### config.mk
export PLATFORM = sky130hd
export DESIGN_NAME = updn_count_field
export DESIGN_NICKNAME = d
export VERILOG_FILES = /design/src/rtl/ucf_pkg.sv /design/src/rtl/ucf_step_sel.sv /design/src/rtl/ucf_next_calc.sv /design/src/rtl/ucf_thresh_cmp.sv /design/src/rtl/updn_count_field.sv
export SDC_FILE = /design/constraint.sdc
export NUM_CORES = 1
export LEC_CHECK = 0
export BUFFER_PORTS_ARGS = -buffer_cell sky130_fd_sc_hd__buf_2
export CAP_MARGIN = 20
export CORE_UTILIZATION = 30
export CTS_CLUSTER_DIAMETER = 150
export DETAILED_ROUTE_END_ITERATION = 8
export GPL_TIMING_DRIVEN = 1
export SETUP_SLACK_MARGIN = 0.3
export SLEW_MARGIN = 20
export SYNTH_ARGS = -nofsm -noshare
export SYNTH_HDL_FRONTEND = slang
export SYNTH_SLANG_ARGS = --single-unit
### constraint.sdc
create_clock -name clk -period 3.43 [get_ports clk]
set_input_delay 0.343 -clock clk [delete_from_list [all_inputs] [get_ports clk]]
set_output_delay 0.343 -clock clk [all_outputs]
set_load 0.02 [all_outputs]
### src/rtl/ucf_pkg.sv
// Shared types for the up/down counter field.
// Assumes nothing beyond a single clock domain.
package ucf_pkg;

    // Outcome class of one next-state computation
    typedef enum logic [2:0] {
        NXT_PLAIN    = 3'd0,
        NXT_CLAMP_HI = 3'd1,
        NXT_CLAMP_LO = 3'd2,
        NXT_OVF      = 3'd3,
        NXT_UNF      = 3'd4
    } nxt_kind_e;

endpackage

### src/rtl/ucf_step_sel.sv
// Step selector for one counting direction.
// Gives the step applied this cycle: zero when the strobe is low, otherwise
// either a fixed step of one or the external step input, picked by EXT_STEP.
// Assumes the external step is stable for the cycle in which the strobe is high.
module ucf_step_sel #(
    parameter int COUNT_W  = 8,
    parameter bit EXT_STEP = 1'b0
) (
    input  logic               stb,
    input  logic [COUNT_W-1:0] ext_step,
    output logic [COUNT_W-1:0] step_eff
);

    logic [COUNT_W-1:0] step_raw;

    generate
        if (EXT_STEP) begin : g_ext
            assign step_raw = ext_step;
        end else begin : g_fixed
            logic unused_ext;
            assign unused_ext = ^ext_step;
            assign step_raw   = COUNT_W'(1);
        end
    endgenerate

    // Gate the step with its strobe
    always_comb begin
        step_eff = stb ? step_raw : '0;
    end

endmodule

### src/rtl/ucf_next_calc.sv
// Next-state arithmetic for the counter.
// Forms the net change as one signed sum and classifies the result:
// clamp at the ceiling for a net rise past UP_CEIL (if enabled), clamp at
// the floor for a net fall past DN_FLOOR (if enabled), otherwise wrap and
// report an upward or downward wrap.
// Assumes step inputs are already gated by their strobes.
module ucf_next_calc
    import ucf_pkg::*;
#(
    parameter int               COUNT_W   = 8,
    parameter bit               UP_SAT_EN = 1'b0,
    parameter logic [COUNT_W-1:0] UP_CEIL = '1,
    parameter bit               DN_SAT_EN = 1'b0,
    parameter logic [COUNT_W-1:0] DN_FLOOR = '0
) (
    input  logic [COUNT_W-1:0] cur,
    input  logic [COUNT_W-1:0] up_amt,
    input  logic [COUNT_W-1:0] dn_amt,
    output logic [COUNT_W-1:0] nxt,
    output nxt_kind_e          kind
);

    localparam int SUM_W = COUNT_W + 2;
    localparam logic signed [SUM_W-1:0] CEIL_S  = signed'({2'b00, UP_CEIL});
    localparam logic signed [SUM_W-1:0] FLOOR_S = signed'({2'b00, DN_FLOOR});

    logic signed [SUM_W-1:0] net_s;
    logic signed [SUM_W-1:0] sum_s;
    logic                    net_pos;
    logic                    net_neg;

    // Net change and raw sum, wide enough for both extremes
    always_comb begin
        net_s   = signed'({2'b00, up_amt}) - signed'({2'b00, dn_amt});
        sum_s   = signed'({2'b00, cur}) + net_s;
        net_neg = net_s[SUM_W-1];
        net_pos = !net_s[SUM_W-1] && (net_s != '0);
    end

    // Classify the sum and pick the stored value
    always_comb begin
        kind = NXT_PLAIN;
        nxt  = sum_s[COUNT_W-1:0];
        if (UP_SAT_EN && net_pos && (sum_s > CEIL_S)) begin
            kind = NXT_CLAMP_HI;
            nxt  = UP_CEIL;
        end else if (DN_SAT_EN && net_neg && (sum_s < FLOOR_S)) begin
            kind = NXT_CLAMP_LO;
            nxt  = DN_FLOOR;
        end else if (sum_s[SUM_W-1]) begin
            kind = NXT_UNF;
        end else if (sum_s[COUNT_W]) begin
            kind = NXT_OVF;
        end
    end

endmodule

### src/rtl/ucf_thresh_cmp.sv
// Threshold comparators on the stored count.
// Up flag: count at or above UP_THRESH. Down flag: count at or below DN_THRESH.
// Assumes the count input comes straight from the field storage register.
module ucf_thresh_cmp #(
    parameter int                 COUNT_W   = 8,
    parameter logic [COUNT_W-1:0] UP_THRESH = '1,
    parameter logic [COUNT_W-1:0] DN_THRESH = '0
) (
    input  logic [COUNT_W-1:0] count,
    output logic               up_hit,
    output logic               dn_hit
);

    // Compare the stored count against both thresholds
    always_comb begin
        up_hit = (count >= UP_THRESH);
        dn_hit = (count <= DN_THRESH);
    end

endmodule

### src/rtl/updn_count_field.sv
// Up/down counter register field.
// Holds the count, applies strobe updates through the next-state logic,
// lets a software write override them, and registers the wrap pulses.
// Assumes one clock and a synchronous active-low reset.
module updn_count_field
    import ucf_pkg::*;
#(
    parameter int                 COUNT_W     = 8,
    parameter bit                 UP_STEP_EXT = 1'b0,
    parameter bit                 DN_STEP_EXT = 1'b0,
    parameter bit                 UP_SAT_EN   = 1'b0,
    parameter logic [COUNT_W-1:0] UP_CEIL     = '1,
    parameter bit                 DN_SAT_EN   = 1'b0,
    parameter logic [COUNT_W-1:0] DN_FLOOR    = '0,
    parameter logic [COUNT_W-1:0] UP_THRESH   = '1,
    parameter logic [COUNT_W-1:0] DN_THRESH   = '0
) (
    input  logic               clk,
    input  logic               rst_n,
    input  logic               up_stb,
    input  logic               dn_stb,
    input  logic [COUNT_W-1:0] up_step,
    input  logic [COUNT_W-1:0] dn_step,
    input  logic               sw_wr_en,
    input  logic [COUNT_W-1:0] sw_wr_data,
    output logic [COUNT_W-1:0] count,
    output logic               up_thresh_hit,
    output logic               dn_thresh_hit,
    output logic               overflow_pulse,
    output logic               underflow_pulse
);

    logic [COUNT_W-1:0] up_amt;
    logic [COUNT_W-1:0] dn_amt;
    logic [COUNT_W-1:0] nxt;
    nxt_kind_e          kind;

    ucf_step_sel #(.COUNT_W(COUNT_W), .EXT_STEP(UP_STEP_EXT)) u_up_step (
        .stb(up_stb), .ext_step(up_step), .step_eff(up_amt)
    );

    ucf_step_sel #(.COUNT_W(COUNT_W), .EXT_STEP(DN_STEP_EXT)) u_dn_step (
        .stb(dn_stb), .ext_step(dn_step), .step_eff(dn_amt)
    );

    ucf_next_calc #(
        .COUNT_W(COUNT_W), .UP_SAT_EN(UP_SAT_EN), .UP_CEIL(UP_CEIL),
        .DN_SAT_EN(DN_SAT_EN), .DN_FLOOR(DN_FLOOR)
    ) u_calc (
        .cur(count), .up_amt(up_amt), .dn_amt(dn_amt), .nxt(nxt), .kind(kind)
    );

    ucf_thresh_cmp #(
        .COUNT_W(COUNT_W), .UP_THRESH(UP_THRESH), .DN_THRESH(DN_THRESH)
    ) u_thresh (
        .count(count), .up_hit(up_thresh_hit), .dn_hit(dn_thresh_hit)
    );

    // Field storage and wrap-event registers; software write has priority
    always_ff @(posedge clk) begin
        if (!rst_n) begin
            count           <= '0;
            overflow_pulse  <= 1'b0;
            underflow_pulse <= 1'b0;
        end else if (sw_wr_en) begin
            count           <= sw_wr_data;
            overflow_pulse  <= 1'b0;
            underflow_pulse <= 1'b0;
        end else begin
            count           <= nxt;
            overflow_pulse  <= (kind == NXT_OVF);
            underflow_pulse <= (kind == NXT_UNF);
        end
    end

    // a software write lands on the next edge, regardless of strobes
    assert_sw_load_R11: assert property (@(posedge clk) disable iff (!rst_n)
        sw_wr_en |=> (count == $past(sw_wr_data)));

    // no wrap pulse follows a software write
    assert_sw_no_pulse_R11: assert property (@(posedge clk) disable iff (!rst_n)
        sw_wr_en |=> (!overflow_pulse && !underflow_pulse));

    // with no strobe and no write, the count holds and no pulse appears
    assert_idle_hold_R1: assert property (@(posedge clk) disable iff (!rst_n)
        (!up_stb && !dn_stb && !sw_wr_en) |=>
            ($stable(count) && !overflow_pulse && !underflow_pulse));

    // an upward wrap always leaves the count below where it was
    assert_ovf_wraps_R7: assert property (@(posedge clk) disable iff (!rst_n)
        overflow_pulse |-> (count < $past(count)));

    // a downward wrap always leaves the count above where it was
    assert_unf_wraps_R8: assert property (@(posedge clk) disable iff (!rst_n)
        underflow_pulse |-> (count > $past(count)));

    // the two wrap pulses never coincide
    assert_pulse_excl_R7: assert property (@(posedge clk) disable iff (!rst_n)
        !(overflow_pulse && underflow_pulse));

endmodule

==> results.txt, run 1 <==
* Aggregate global routing overflow: 0
- Once the floorplan was initialized, standard cells occupied between 30 and 40% of the core.
- Total power draw: 0.349 mW
- Rel. slew slack: between 60% and 70%
- For this design the top-level I/O count stands at 41.
* Inserted Clock Buffers: 3
- Clock root cell: sky130_fd_sc_hd__clkbuf_4
* Die footprint: around 0.0033 mm²
- Hold-fix buffers at CTS: 0
* Number of enable-type register cells in the synthesized netlist: 0
* Final cycle utilization of the critical path: around two thirds
- Distinct cell type count after synthesis: 45
* Number of antenna violations at the first check in global routing: 0
* Remaining DRCs: 0
- Final Routed Wirelength: 2040 µm
- Buffers added to address setup during post-CTS repair amount to 0.
* Count of nets after finishing: roughly 160
- Relative to the synthesized area, the layout overhead comes to 12.9%.
* NetSw: 0.126 mW
- Transition at the pin with the smallest max-transition slack: 0.455 ns
- Cells with a size suffix above 1 make up between 20% and 30% of the layout.
- Die X: ~57 µm
* Antenna cell count: 0
* Seq pwr share: between 40% and 50%
- The critical path is of the in -> reg type.
* Synth Flop Type: sky130_fd_sc_hd__dfxtp_1
- Of the total power, combinational logic draws around a third.
- Between clock sinks in the finished design, the worst skew comes to around 0.0030 ns.
- Setup repair after global routing left no endpoint under its margin.
- Summing all multi-input logic gate instances after layout gives about 640 µm².
- Status: completed
- Filler cell count: just under 300
- The die is approximately 57 µm tall.
- The detailed router finished its first iteration with 16 violations.
- In the final routed layout, each cell accounts on average for ~13 µm.
* Vias: between 800 and 900
- Number of pins with negative max-slew slack in the final report: 0
- For this run, the detailed router's first-pass iteration total came to 4.
- Clk network pwr share: between 20% and 30%
- Synthesis produced approximately 110 cells.
- Worst-path fanout max: 27
- Power density normalized to cell area: around 340 mW/mm²
- The library cells used most frequently in the layout, excluding fill and tap cells, are sky130_fd_sc_hd__buf_2 (24), sky130_fd_sc_hd__nand2_1 (10), sky130_fd_sc_hd__dfxtp_1 (10).
* Num rows: 19
- The clock passes through at most 2 buffers.
- Final-report setup violation count: 0
- Sort of element at the start of the critical path: input port
- For this run, the share of the core covered by cells in the final layout is between 30% and 40%.
* Async set or reset register ratio after synthesis: 0%
- In this run the tool buffered the top-level ports with 24 buffer cells.
- Entering global routing, the biggest net connects 28 pins.
* Mean instance size in the synthesized netlist: 8.46 µm²
* Required time at the endpoint of the critical path: 3.58 ns
- Once detail routing completed, the nets flagged for antenna violations numbered 0.
* Post-synthesis instance area: about 920 µm²
- TritonCTS built the clock tree.
- Leading cell type in the layout, fill and taps excluded: sky130_fd_sc_hd__buf_2
* Core Area: between 0.002 and 0.003 mm²
- Internal power comes to 0.224 mW.
- Final min period: 2.23 ns
- The number of nets in the synthesized netlist is 142.
- H-tree depth: 1
- Number of gates given a new drive strength after cts: 0
* Standby leakage power: 0.480 nW
* Post-synthesis sequential area ratio: 21.7%
* Endpoints failing hold: 0
- Data on the critical path arrives at its endpoint at between 2 and 2.5 ns.
* Total routing resource utilization after global routing: between 10% and 20%
* CP endpoint kind: flop
- Max frequency: 0.449 GHz
* Count of max-cap constraint violations: 0
- The first global-routing pass estimated between 3000 and 4000 µm of wire.
- Worst vdd ir: 0.000176 V
* Routed vias/inst: 5.37
* Sinks on Clock Net: 10
- Synthesized flop and latch total: 10
* Register Area: ~200 µm²
* Switching fraction of total power: 35.9%
- Count of synthesis-stage warnings from yosys: 0
* Placed wire-length estimate after detailed placement: 1560 µm
- Worst hold path type: in -> reg
* Clock insertion delay at the later pin of the skew report: 0.26 ns
* Final GP Congestion: roughly 0.7
- Vias in the first global route: between 700 and 800
- Setup TNS: 0 ns
- Clock input transition at the sequential cells of the worst setup and hold paths: 0.06 ns
-- power by group through the flow --
stage / sequential (mW) / combinational, mW / clock, mW
final: 0.151 / 0.119 / 0.0789
after global routing: 0.155 / 0.132 / 0.0864
after CTS: 0.151 / 0.121 / 0.0827
after detailed placement: 0.153 / 0.120 / 0
after global placement: 0.153 / 0.117 / 0
after floorplan: 0.148 / 0.100 / 0
-- synth_stat cells (2+ instances only) --
library cell | count | share of area (%)
sky130_fd_sc_hd__a21oi_1 | 3 | 1.6
sky130_fd_sc_hd__nand2b_1 | 3 | 2.0
sky130_fd_sc_hd__nand3_1 | 2 | 1.1
sky130_fd_sc_hd__o31a_1 | 2 | 1.9
sky130_fd_sc_hd__nand4b_1 | 2 | 1.9
sky130_fd_sc_hd__o21ai_0 | 3 | 1.6
sky130_fd_sc_hd__ha_1 | 4 | 5.4
sky130_fd_sc_hd__xor2_1 | 4 | 3.8
sky130_fd_sc_hd__xnor2_1 | 8 | 7.6
sky130_fd_sc_hd__nor2b_1 | 3 | 2.0
sky130_fd_sc_hd__o21a_1 | 2 | 1.6
sky130_fd_sc_hd__nor2_1 | 3 | 1.2
sky130_fd_sc_hd__buf_6 | 3 | 3.7
sky130_fd_sc_hd__mux2i_1 | 4 | 4.3
sky130_fd_sc_hd__a31oi_1 | 2 | 1.4
sky130_fd_sc_hd__nand2_1 | 10 | 4.1
sky130_fd_sc_hd__o211a_1 | 3 | 3.3
sky130_fd_sc_hd__nor4_1 | 2 | 1.4
sky130_fd_sc_hd__nand4_1 | 4 | 2.7
sky130_fd_sc_hd__inv_1 | 2 | 0.81
sky130_fd_sc_hd__dfxtp_1 | 10 | 22
sky130_fd_sc_hd__o22ai_1 | 2 | 1.4
sky130_fd_sc_hd__a2bb2oi_2 | 2 | 3.3
sky130_fd_sc_hd__buf_2 | 5 | 2.7
-- per-stage QoR --
step                hold WS, ns  instances  area [µm²]  setup WS [ns]
global placement          0.565        155        1020           1.01
finish                    0.311        158        1040           1.20
detailed placement        0.582        155        1020          0.938
CTS                       0.306        158        1040           1.22
floorplan                 0.471        109         922           1.06
global route              0.313        158        1040           1.07
-- final timing paths --
kind                                          start             endpoint  slack (ns)  cells after the start
worst min register to register  count[0]$_SDFF_PN0_  count[0]$_SDFF_PN0_        0.69                      3
worst min-delay path                  sw_wr_data[2]  count[2]$_SDFF_PN0_        0.31                      2
worst max register to register  count[1]$_SDFF_PN0_  count[4]$_SDFF_PN0_        1.41                      7
worst max-delay path                         up_stb  count[4]$_SDFF_PN0_        1.20                     11
-- state kept, by name, indices dropped and copies added (netlist names) --
signal	cells
overflow_pulse	1
count	8
underflow_pulse	1
-- layout make-up --
| type | count | area share [%] |
|---|---|---|
| multi-input combinational | 86 | 61.5 |
| tap | 31 | 3.73 |
| timing repair buffer | 25 | 12.3 |
| sequential | 10 | 19.2 |
| inverter | 3 | 1.08 |
| clock buffer | 3 | 2.16 |
-- metal layers --
layer,vias to the layer above,track usage (%),routed length [µm]
li1,430,-,-
met1,401,18.3,934
met2,15,22.4,1020
met3,2,1.36,61
met4,0,6.27,20
met5,-,0,0
-- cells by family (layout without fill, tap and decap cells) --
family                   after synthesis  after routing  synth area share [%]
AND/OR/NAND/NOR                       38             38                  24.0
AO/OA/AOI/OAI                         28             28                  24.3
buffers and inverters                 13             31                  8.82
XOR/XNOR                              12             12                  11.4
flip-flops                            10             10                  21.7
adder cells (fa/ha/maj)                4              4                  5.43
multiplexers                           4              4                  4.34
-- worst max-delay path: stages --
cell and delay [ns]:
sky130_fd_sc_hd__buf_2 0.10, sky130_fd_sc_hd__inv_1 0.07, sky130_fd_sc_hd__ha_1 0.14, sky130_fd_sc_hd__buf_4 0.29
sky130_fd_sc_hd__xor2_1 0.18, sky130_fd_sc_hd__ha_1 0.24, sky130_fd_sc_hd__or3b_1 0.40, sky130_fd_sc_hd__a21boi_2 0.19
sky130_fd_sc_hd__nor2_1 0.09, sky130_fd_sc_hd__xnor2_1 0.13, sky130_fd_sc_hd__o211a_1 0.21
(Power assumes the default switching activity.)
==> run 2, diff against run 1 <==
==> constraint.sdc (replaced) <==
create_clock -name clk -period 2.1 [get_ports clk]
set_input_delay 0.21 -clock clk [delete_from_list [all_inputs] [get_ports clk]]
set_output_delay 0.21 -clock clk [all_outputs]
set_load 0.02 [all_outputs]
==> run 2 against run 1 <==
The flow now finishes with violations (design-rule violations). Non-clock buffer count increased by 6. Global-route usage is 0.85 points higher. Die area unchanged. Cell count is 4.4% higher. First-iteration DRC count up 50%. Design area is 13% higher. Power rose by 85%. Sequential power is 63% higher. Hold slack got worse by 0.14 ns. Combinational power is 92% higher. Clock skew shrank 0.0027 ns. Critical path type is now reg -> reg. Largest cell class unchanged. Largest power group unchanged. Highest routed layer unchanged.
==> results.txt, run 2 (synthesis results as in run 1) <==
- Flip-flop count of the largest register after layout: 8 (unchanged)
- The worst slack at placement is -0.0715 ns (-1.01 ns).
* Worst Slack Setup Final: 0.355 ns (-0.846 ns)
- The half-perimeter wire length after placement is 1610 µm (+2.9%).
- Wire length per cell: 13.2 µm (+2.6%)
* Final-report setup violation count: 0 (unchanged)
- The register cell area after layout is 203 µm² (+1.2%).
- Core Area: 0.00283 mm² (unchanged)
- Max stage delay on crit path: 0.39 ns (about the same)
* Final min period: ~1.7 ns
* Cell occurring most often along the worst timing path: sky130_fd_sc_hd__ha_2
* Final cycle utilization of the critical path: between 80 and 90%
* Power share of the combinational group: 35.4% (+1.3 points)
* Switching fraction of total power: 34.3% (-1.6 points)
- The sink count of the clock tree was 10 (unchanged).
* Hold-fix buffers at CTS: 0 (unchanged)
- PortBufs: 24 (unchanged)
- RSZ-0062 raised after global routing: true
* Clock input transition at the sequential cells of the worst setup and hold paths: 0.07 ns (about the same)
- Most flop-heavy register: count
- The H-tree level count is 1 (unchanged).
- Final Routed Wirelength: 2180 µm (+7.1%)
- The remaining global-route overflow was 0 (unchanged).
* Critical Setup Path Class: reg -> reg
- The count of antenna diodes in the layout was 0 (unchanged).
* Endpoints failing hold: 0 (unchanged)
* Final GP Congestion: 0.806 (+12%)
- The total buffers and inverters traversed by the critical path is 0 (-3).
- Num rows: 19 (unchanged)
- Series of cell instances along the critical path: ha_2 -> ha_2 -> or3b_4 -> a21boi_4 -> nor2_1 -> xnor2_1 -> o211a_1
- Filler cell count: 281 (-5.7%)
- Number of antenna violations at the first check in global routing: 0 (unchanged)
* Leading cell type in the layout, fill and taps excluded: sky130_fd_sc_hd__buf_2
- Remaining DRCs: 1 (+1)
- Starting Density: 32.6% (unchanged)
- Routed vias/inst: 5.21 (-3.0%)
- The design internal power came to 0.426 mW (+90%).
- The worst clock skew came to 0.000280 ns (-0.00268 ns).
- Among cell families on the critical path, the largest total delay comes from simple AND/OR/NAND/NOR gates.
- Worst hold path type: in -> reg
- NetSw: 0.222 mW (+77%)
- The total routing resource utilization after global routing was 14.6% (+0.85 points).
* Arrival time worst endpoint: 1.90 ns (-0.48 ns)
* Seq pwr share: 37.9% (-5.4 points)
- Clock tree synthesis selected as its root buffer the cell sky130_fd_sc_hd__clkbuf_4.
- Status: complete, but fails checks
- Post-detailed-route count of antenna-violating nets: 0 (unchanged)
* Worst vdd ir: 0.000452 V (+160%)
- Maximum clock path buffer count: 2 (unchanged)
* Die footprint: 0.00330 mm² (unchanged)
- DRC violation total after the first TritonRoute iteration: 24 (+8)
- Sort of element at the start of the critical path: flop
- WHS: 0.172 ns (-0.139 ns)
* Commonest cells after routing, fill and taps aside: sky130_fd_sc_hd__buf_2 (23), sky130_fd_sc_hd__nand2_1 (9), sky130_fd_sc_hd__xnor2_1 (8), sky130_fd_sc_hd__dfxtp_1 (8), sky130_fd_sc_hd__buf_4 (7)
* Number of top-level pins: 41 (unchanged)
- Total power draw: 0.648 mW (+85%)
- Vias in the first global route: 859 (+15%)
- Violated checks: design-rule violations
- Worst-path fanout max: 3 (-89%)
- The clock latency reported for the late side of the worst-skew pair is 0.26 ns (about the same).
* Number of pins with negative max-slew slack in the final report: 0 (unchanged)
- Clk network pwr share: 26.7% (+4.1 points)
* Wire length of the first global-routing pass: 3800 µm (+7.0%)
- Fraction of layout instances using a drive strength above 1: 39.6% (+11 points)
- The power density normalized to cell area came to 552 mW/mm² (+65%).
- TritonCTS built the clock tree.
- Die X: 57.4 µm (unchanged)
- The largest registers in the layout are count (8), overflow_pulse (1), underflow_pulse (1).
- Slowest CP cell: sky130_fd_sc_hd__or3b_4
- Compared with the post-synthesis result, the final layout area differs by 27.1%.
- The leakage power is 0.524 nW (+9.3%).
- The number of detailed-route iterations in the first pass was 6 (+2).
- Worst setup slack for register-to-register paths: 0.35 ns (-1.06 ns)
- The required arrival time at the worst endpoint came to 2.26 ns (-1.32 ns).
* Pin count of the biggest net entering global routing: 27 (-3.6%)
* Chip Height: 57.4 µm (unchanged)
- The final net count was 168 (+3.7%).
- Max frequency: approximately 0.57 GHz
- The worst setup path is captured at a flop.
- The transition time of the tightest slew-check pin came to 0.464 ns (+0.00956 ns).
- The overall via count from detail_route was 859 (+1.3%).
- Rel. slew slack: 69.0% (-0.68 points)
- The clock buffer count from CTS came to 3 (unchanged).
- The multi-input gate area in the final layout was 688 µm² (+7.4%).
- The reported max-cap violation count came to 0 (unchanged).
[run 2: cell count changes in the layout (fill, tap and decap cells not counted), sizes merged]
cell,previous run,this run
clkbuf,3,4
buf,25,31
[run 2: layout make-up]
| class | count | share of cell area [%] |
|---|---|---|
| Sequential cell | 10 | 17.3 |
| Inverter | 3 | 2.03 |
| Tap cell | 31 | 3.31 |
| Timing Repair Buffer | 31 | 15.6 |
| Multi-Input combinational cell | 86 | 58.7 |
| Clock buffer | 4 | 3.09 |
[run 2: worst paths after layout]
path,from,cells after the start,end
max,count[0]$_SDFF_PN0_,7,count[4]$_SDFF_PN0_
min reg2reg,count[0]$_SDFF_PN0_,3,count[0]$_SDFF_PN0_
max reg2reg,count[0]$_SDFF_PN0_,7,count[4]$_SDFF_PN0_
min,sw_wr_data[2],2,count[2]$_SDFF_PN0_
[run 2: what timing repair did]
| action | 4_1_cts | 5_1_grt |
|---|---|---|
| gates resized for setup | 6 | 4 |
| setup buffers | 0 | 1 |
| endpoints found under the setup margin | 4 | 3 |
| pin swaps | 3 | 1 |
[run 2: power by group through the flow]
stage / Clock, mW / Combinational (mW) / Sequential, mW
floorplan: 0 / 0.170 / 0.242
global placement: 0 / 0.211 / 0.247
detailed placement: 0 / 0.216 / 0.249
CTS: 0.180 / 0.224 / 0.245
global route: 0.187 / 0.254 / 0.250
finish: 0.173 / 0.229 / 0.246
[run 2: through the flow]
| stage | utilization, % | setup TNS [ns] | cells | cell area (µm²) |
|---|---|---|---|---|
| after global routing | 41.4 | 0 | 165 | 1170 |
| after floorplan | - | 0 | 109 | 960 |
| after CTS | 40.6 | 0 | 164 | 1150 |
| after global placement | 38.4 | -0.0367 | 160 | 1090 |
| after detailed placement | 38.4 | -0.0980 | 160 | 1090 |
| final | 41.4 | 0 | 165 | 1170 |
[run 2: worst register-to-register path: cells and delay by family (launching register included)]
family | cells | cell delay [ns]
XOR/XNOR | 1 | 0.12
flip-flops | 1 | 0.34
AND/OR/NAND/NOR | 2 | 0.46
adder cells (fa/ha/maj) | 2 | 0.37
AO/OA/AOI/OAI | 2 | 0.36
[run 2: routing by layer]
| layer | global-route usage (%) | vias up | wire, µm |
|---|---|---|---|
| li1 | - | 445 | - |
| met3 | 1.36 | 2 | 80 |
| met1 | 18.3 | 400 | 950 |
| met4 | 6.62 | 0 | 18 |
| met5 | 0 | - | 0 |
| met2 | 25.2 | 12 | 1130 |
==> run 3, diff against run 2 <==
==> constraint.sdc (replaced) <==
create_clock -name clk -period 1.5 [get_ports clk]
set_input_delay 0.15 -clock clk [delete_from_list [all_inputs] [get_ports clk]]
set_output_delay 0.15 -clock clk [all_outputs]
set_load 0.02 [all_outputs]
==> run 3 against run 2 <==
The run ends with design-rule violations, negative setup slack left. Via count rose by 5.4%. Count of clock-buffer cells in the layout did not move. Sequential power rose by 39%. Combinational power rose by 87%. Design area rose by 17%. Flip-flop and latch count did not move. Hold slack got worse by 0.061 ns. Clock power rose by 6%. Non-clock buffer count rose by 9. Power rose by 47%. Critical path depth did not move. Routed wire length rose by 3.7%. Critical endpoint unchanged. Highest routed layer unchanged.
==> results.txt, run 3 (synthesis results as in run 1) <==
* Final cycle utilization of the critical path: 114% (+31 points)
- Clock insertion delay at the later pin of the skew report: 0.26 ns (about the same)
- The count of antenna diodes in the layout came to 0 (unchanged).
- Hold Crit Endpoint: count[2]$_SDFF_PN0_
- The cell depth of the worst flop-to-flop path is 7 (unchanged).
* Remaining DRCs: 1 (unchanged)
- The clock buffer count from CTS was 3 (unchanged).
- Violated checks: design-rule violations, negative setup slack
- The average detailed-routed wire length per instance came to 13.0 µm (-1.7%).
- Final-report setup violation count: 6 (+6)
- The initial core utilization came to 32.6% (unchanged).
* Final GP Congestion: 0.807 (about the same)
- Count of nets after finishing: 177 (+5.4%)
- Launch point of the worst reg-to-reg path: count[1]$_SDFF_PN0_
- Flip-flop count of the largest register after layout: 8 (unchanged)
* CP endpoint kind: flop
- DRC violation total after the first TritonRoute iteration: 20 (-17%)
- The post-route minimum period is 1.71 ns (-0.0374 ns).
* Biggest registers after layout: count (8), overflow_pulse (1), underflow_pulse (1)
* Worst-path fanout max: 2 (-1)
- The worst register-to-register path ends at count[4]$_SDFF_PN0_.
- More flip-flops sit in one register than any other, and that register is count.
- The detailed-route vias per instance was 5.20 (about the same).
- Core Area: 0.00283 mm² (unchanged)
- Chip Height: 57.4 µm (unchanged)
- Critical Setup Path Class: reg -> reg
- The number of input and output port buffers inserted came to 24 (unchanged).
- Standby leakage power: 0.592 nW (+13%)
- Required time at the endpoint of the critical path: 1.65 ns (-0.61 ns)
- Wire length of the first global-routing pass: 3880 µm (+2.0%)
* Final Routed Wirelength: 2260 µm (+3.7%)
* Leading cell type in the layout, fill and taps excluded: sky130_fd_sc_hd__buf_2
* Fraction of layout instances using a drive strength above 1: 53.1% (+14 points)
* Clock root cell: sky130_fd_sc_hd__clkbuf_4
* Post-route core utilization: 48.3% (+6.9 points)
* Pin count of the biggest net entering global routing: 27 (unchanged)
- Slowest CP cell: sky130_fd_sc_hd__or3b_4
- RSZ-0062 raised after global routing: true
- The top cell types in the final layout, fill and taps aside, are sky130_fd_sc_hd__buf_2 (20), sky130_fd_sc_hd__buf_4 (11), sky130_fd_sc_hd__nand2_1 (9), sky130_fd_sc_hd__buf_6 (9), sky130_fd_sc_hd__xnor2_1 (6).
* Sort of element at the start of the critical path: flop
- TritonCTS built the clock tree.
- The number of global-route vias before repair was 859 (unchanged).
* Sinks on Clock Net: 10 (unchanged)
* Count of max-cap constraint violations: 0 (unchanged)
- The startpoint identified for the worst hold timing path is sw_wr_data[2].
* Worst vdd ir: 0.000529 V (+17%)
- The half-perimeter wire length after placement was 1620 µm (+0.77%).
- Clock input transition at the sequential cells of the worst setup and hold paths: 0.07 ns (about the same)
- Total power draw: 0.954 mW (+47%)
* Critical path depth in cells: 7 (unchanged)
- The final hold violation count was 0 (unchanged).
* Number of top-level pins: 41 (unchanged)
* Max frequency: 0.586 GHz (+2.2%)
- Synth-to-Final Area Change: 48.3%
* Hold path depth: 2 (unchanged)
- Family with the most delay on the worst path: simple AND/OR/NAND/NOR gates
- The remaining global-route overflow was 0 (unchanged).
- The normalized max-slew margin came to 75.3% (+6.3 points).
- Total routing resource utilization after global routing: 14.8% (+0.20 points)
- Number of antenna violations at the first check in global routing: 0 (unchanged)
- Series of cell instances along the critical path: xor2_2 -> ha_4 -> or3b_4 -> a21boi_2 -> nor2_1 -> xnor2_1 -> o211a_1
- The largest incremental delay on the critical path was 0.38 ns (about the same).
- Buffering stage count on the worst path with inverters included: 0 (unchanged)
- The transition time of the tightest slew-check pin is 0.368 ns (-0.0962 ns).
- Num rows: 19 (unchanged)
- Status: complete, but fails checks
* Worst hold path type: in -> reg
- The worst clock skew came to 0.00934 ns (+0.00906 ns).
- Arrival time worst endpoint: 1.86 ns (-0.04 ns)
- The register-to-register setup slack is -0.21 ns (-0.56 ns).
* Number of pins with negative max-slew slack in the final report: 0 (unchanged)
- Post-detailed-route count of antenna-violating nets: 0 (unchanged)
* Vias: 905 (+5.4%)
- The H-tree level count is 1 (unchanged).
- 1st-pass router iterations: 6 (unchanged)
* Worst Slack Setup Final: -0.208 ns (-0.563 ns)
* Die X: 57.4 µm (unchanged)
- The power density normalized to cell area was 698 mW/mm² (+26%).
- The full die area was 0.00330 mm² (unchanged).
- Maximum clock path buffer count: 2 (unchanged)
[run 3: cell types whose count changed in the layout (fill, tap and decap cells not counted), moves of 3 or more]
| cell | before | now |
|---|---|---|
| sky130_fd_sc_hd__buf_2 | 23 | 20 |
| sky130_fd_sc_hd__buf_4 | 7 | 11 |
| sky130_fd_sc_hd__buf_6 | 0 | 9 |
| sky130_fd_sc_hd__dfxtp_1 | 8 | 2 |
| sky130_fd_sc_hd__dfxtp_4 | 0 | 5 |
[run 3: metal layers]
layer / wire length [µm] / GRT usage [%] / vias up
li1: - / - / 461
met5: 0 / 0 / -
met4: 18 / 5.57 / 0
met1: 1120 / 20.5 / 425
met2: 1080 / 24.3 / 17
met3: 53 / 0.680 / 2
[run 3: report_power, final]
group          internal, mW  switching (mW)
Combinational         0.224           0.205
Clock                 0.102          0.0817
Sequential            0.293          0.0486
[run 3: what timing repair did]
item	4_1_cts	5_1_grt
gates resized for setup	30	5
hold buffers	0	0
setup buffers	5	1
pin swaps	15	6
endpoints found under the setup margin	10	11
[run 3: worst max-delay path by stage]
stage	startpoint	endpoint	slack [ns]
floorplan	up_stb	count[4]$_SDFF_PN0_	-0.46
global placement	up_stb	count[4]$_SDFF_PN0_	-0.57
detailed placement	up_stb	count[4]$_SDFF_PN0_	-0.60
CTS	count[1]$_SDFF_PN0_	count[4]$_SDFF_PN0_	-0.23
global route	count[1]$_SDFF_PN0_	count[4]$_SDFF_PN0_	-0.28
finish	count[1]$_SDFF_PN0_	count[4]$_SDFF_PN0_	-0.21
[run 3: area by class of cell]
| cell class | instances | area, µm² |
|---|---|---|
| fillers | 271 | 1460 |
| well taps | 31 | 38.8 |
| multi-input cells | 86 | 772 |
| inverters | 3 | 23.8 |
| clock buffers | 4 | 26.3 |
| repair buffers | 40 | 284 |
| flip-flops and latches | 10 | 223 |
[run 3: metrics by stage]
| step | cell area, µm² | cells | setup WS (ns) | setup TNS (ns) | hold slack (ns) |
|---|---|---|---|---|---|
| after floorplan | 991 | 109 | -0.460 | -1.24 | 0.273 |
| after global placement | 1140 | 164 | -0.565 | -3.33 | 0.372 |
| after detailed placement | 1140 | 164 | -0.595 | -3.52 | 0.382 |
| after CTS | 1340 | 173 | -0.225 | -0.773 | 0.110 |
| after global routing | 1370 | 174 | -0.279 | -1.24 | 0.130 |
| final | 1370 | 174 | -0.208 | -0.677 | 0.112 |
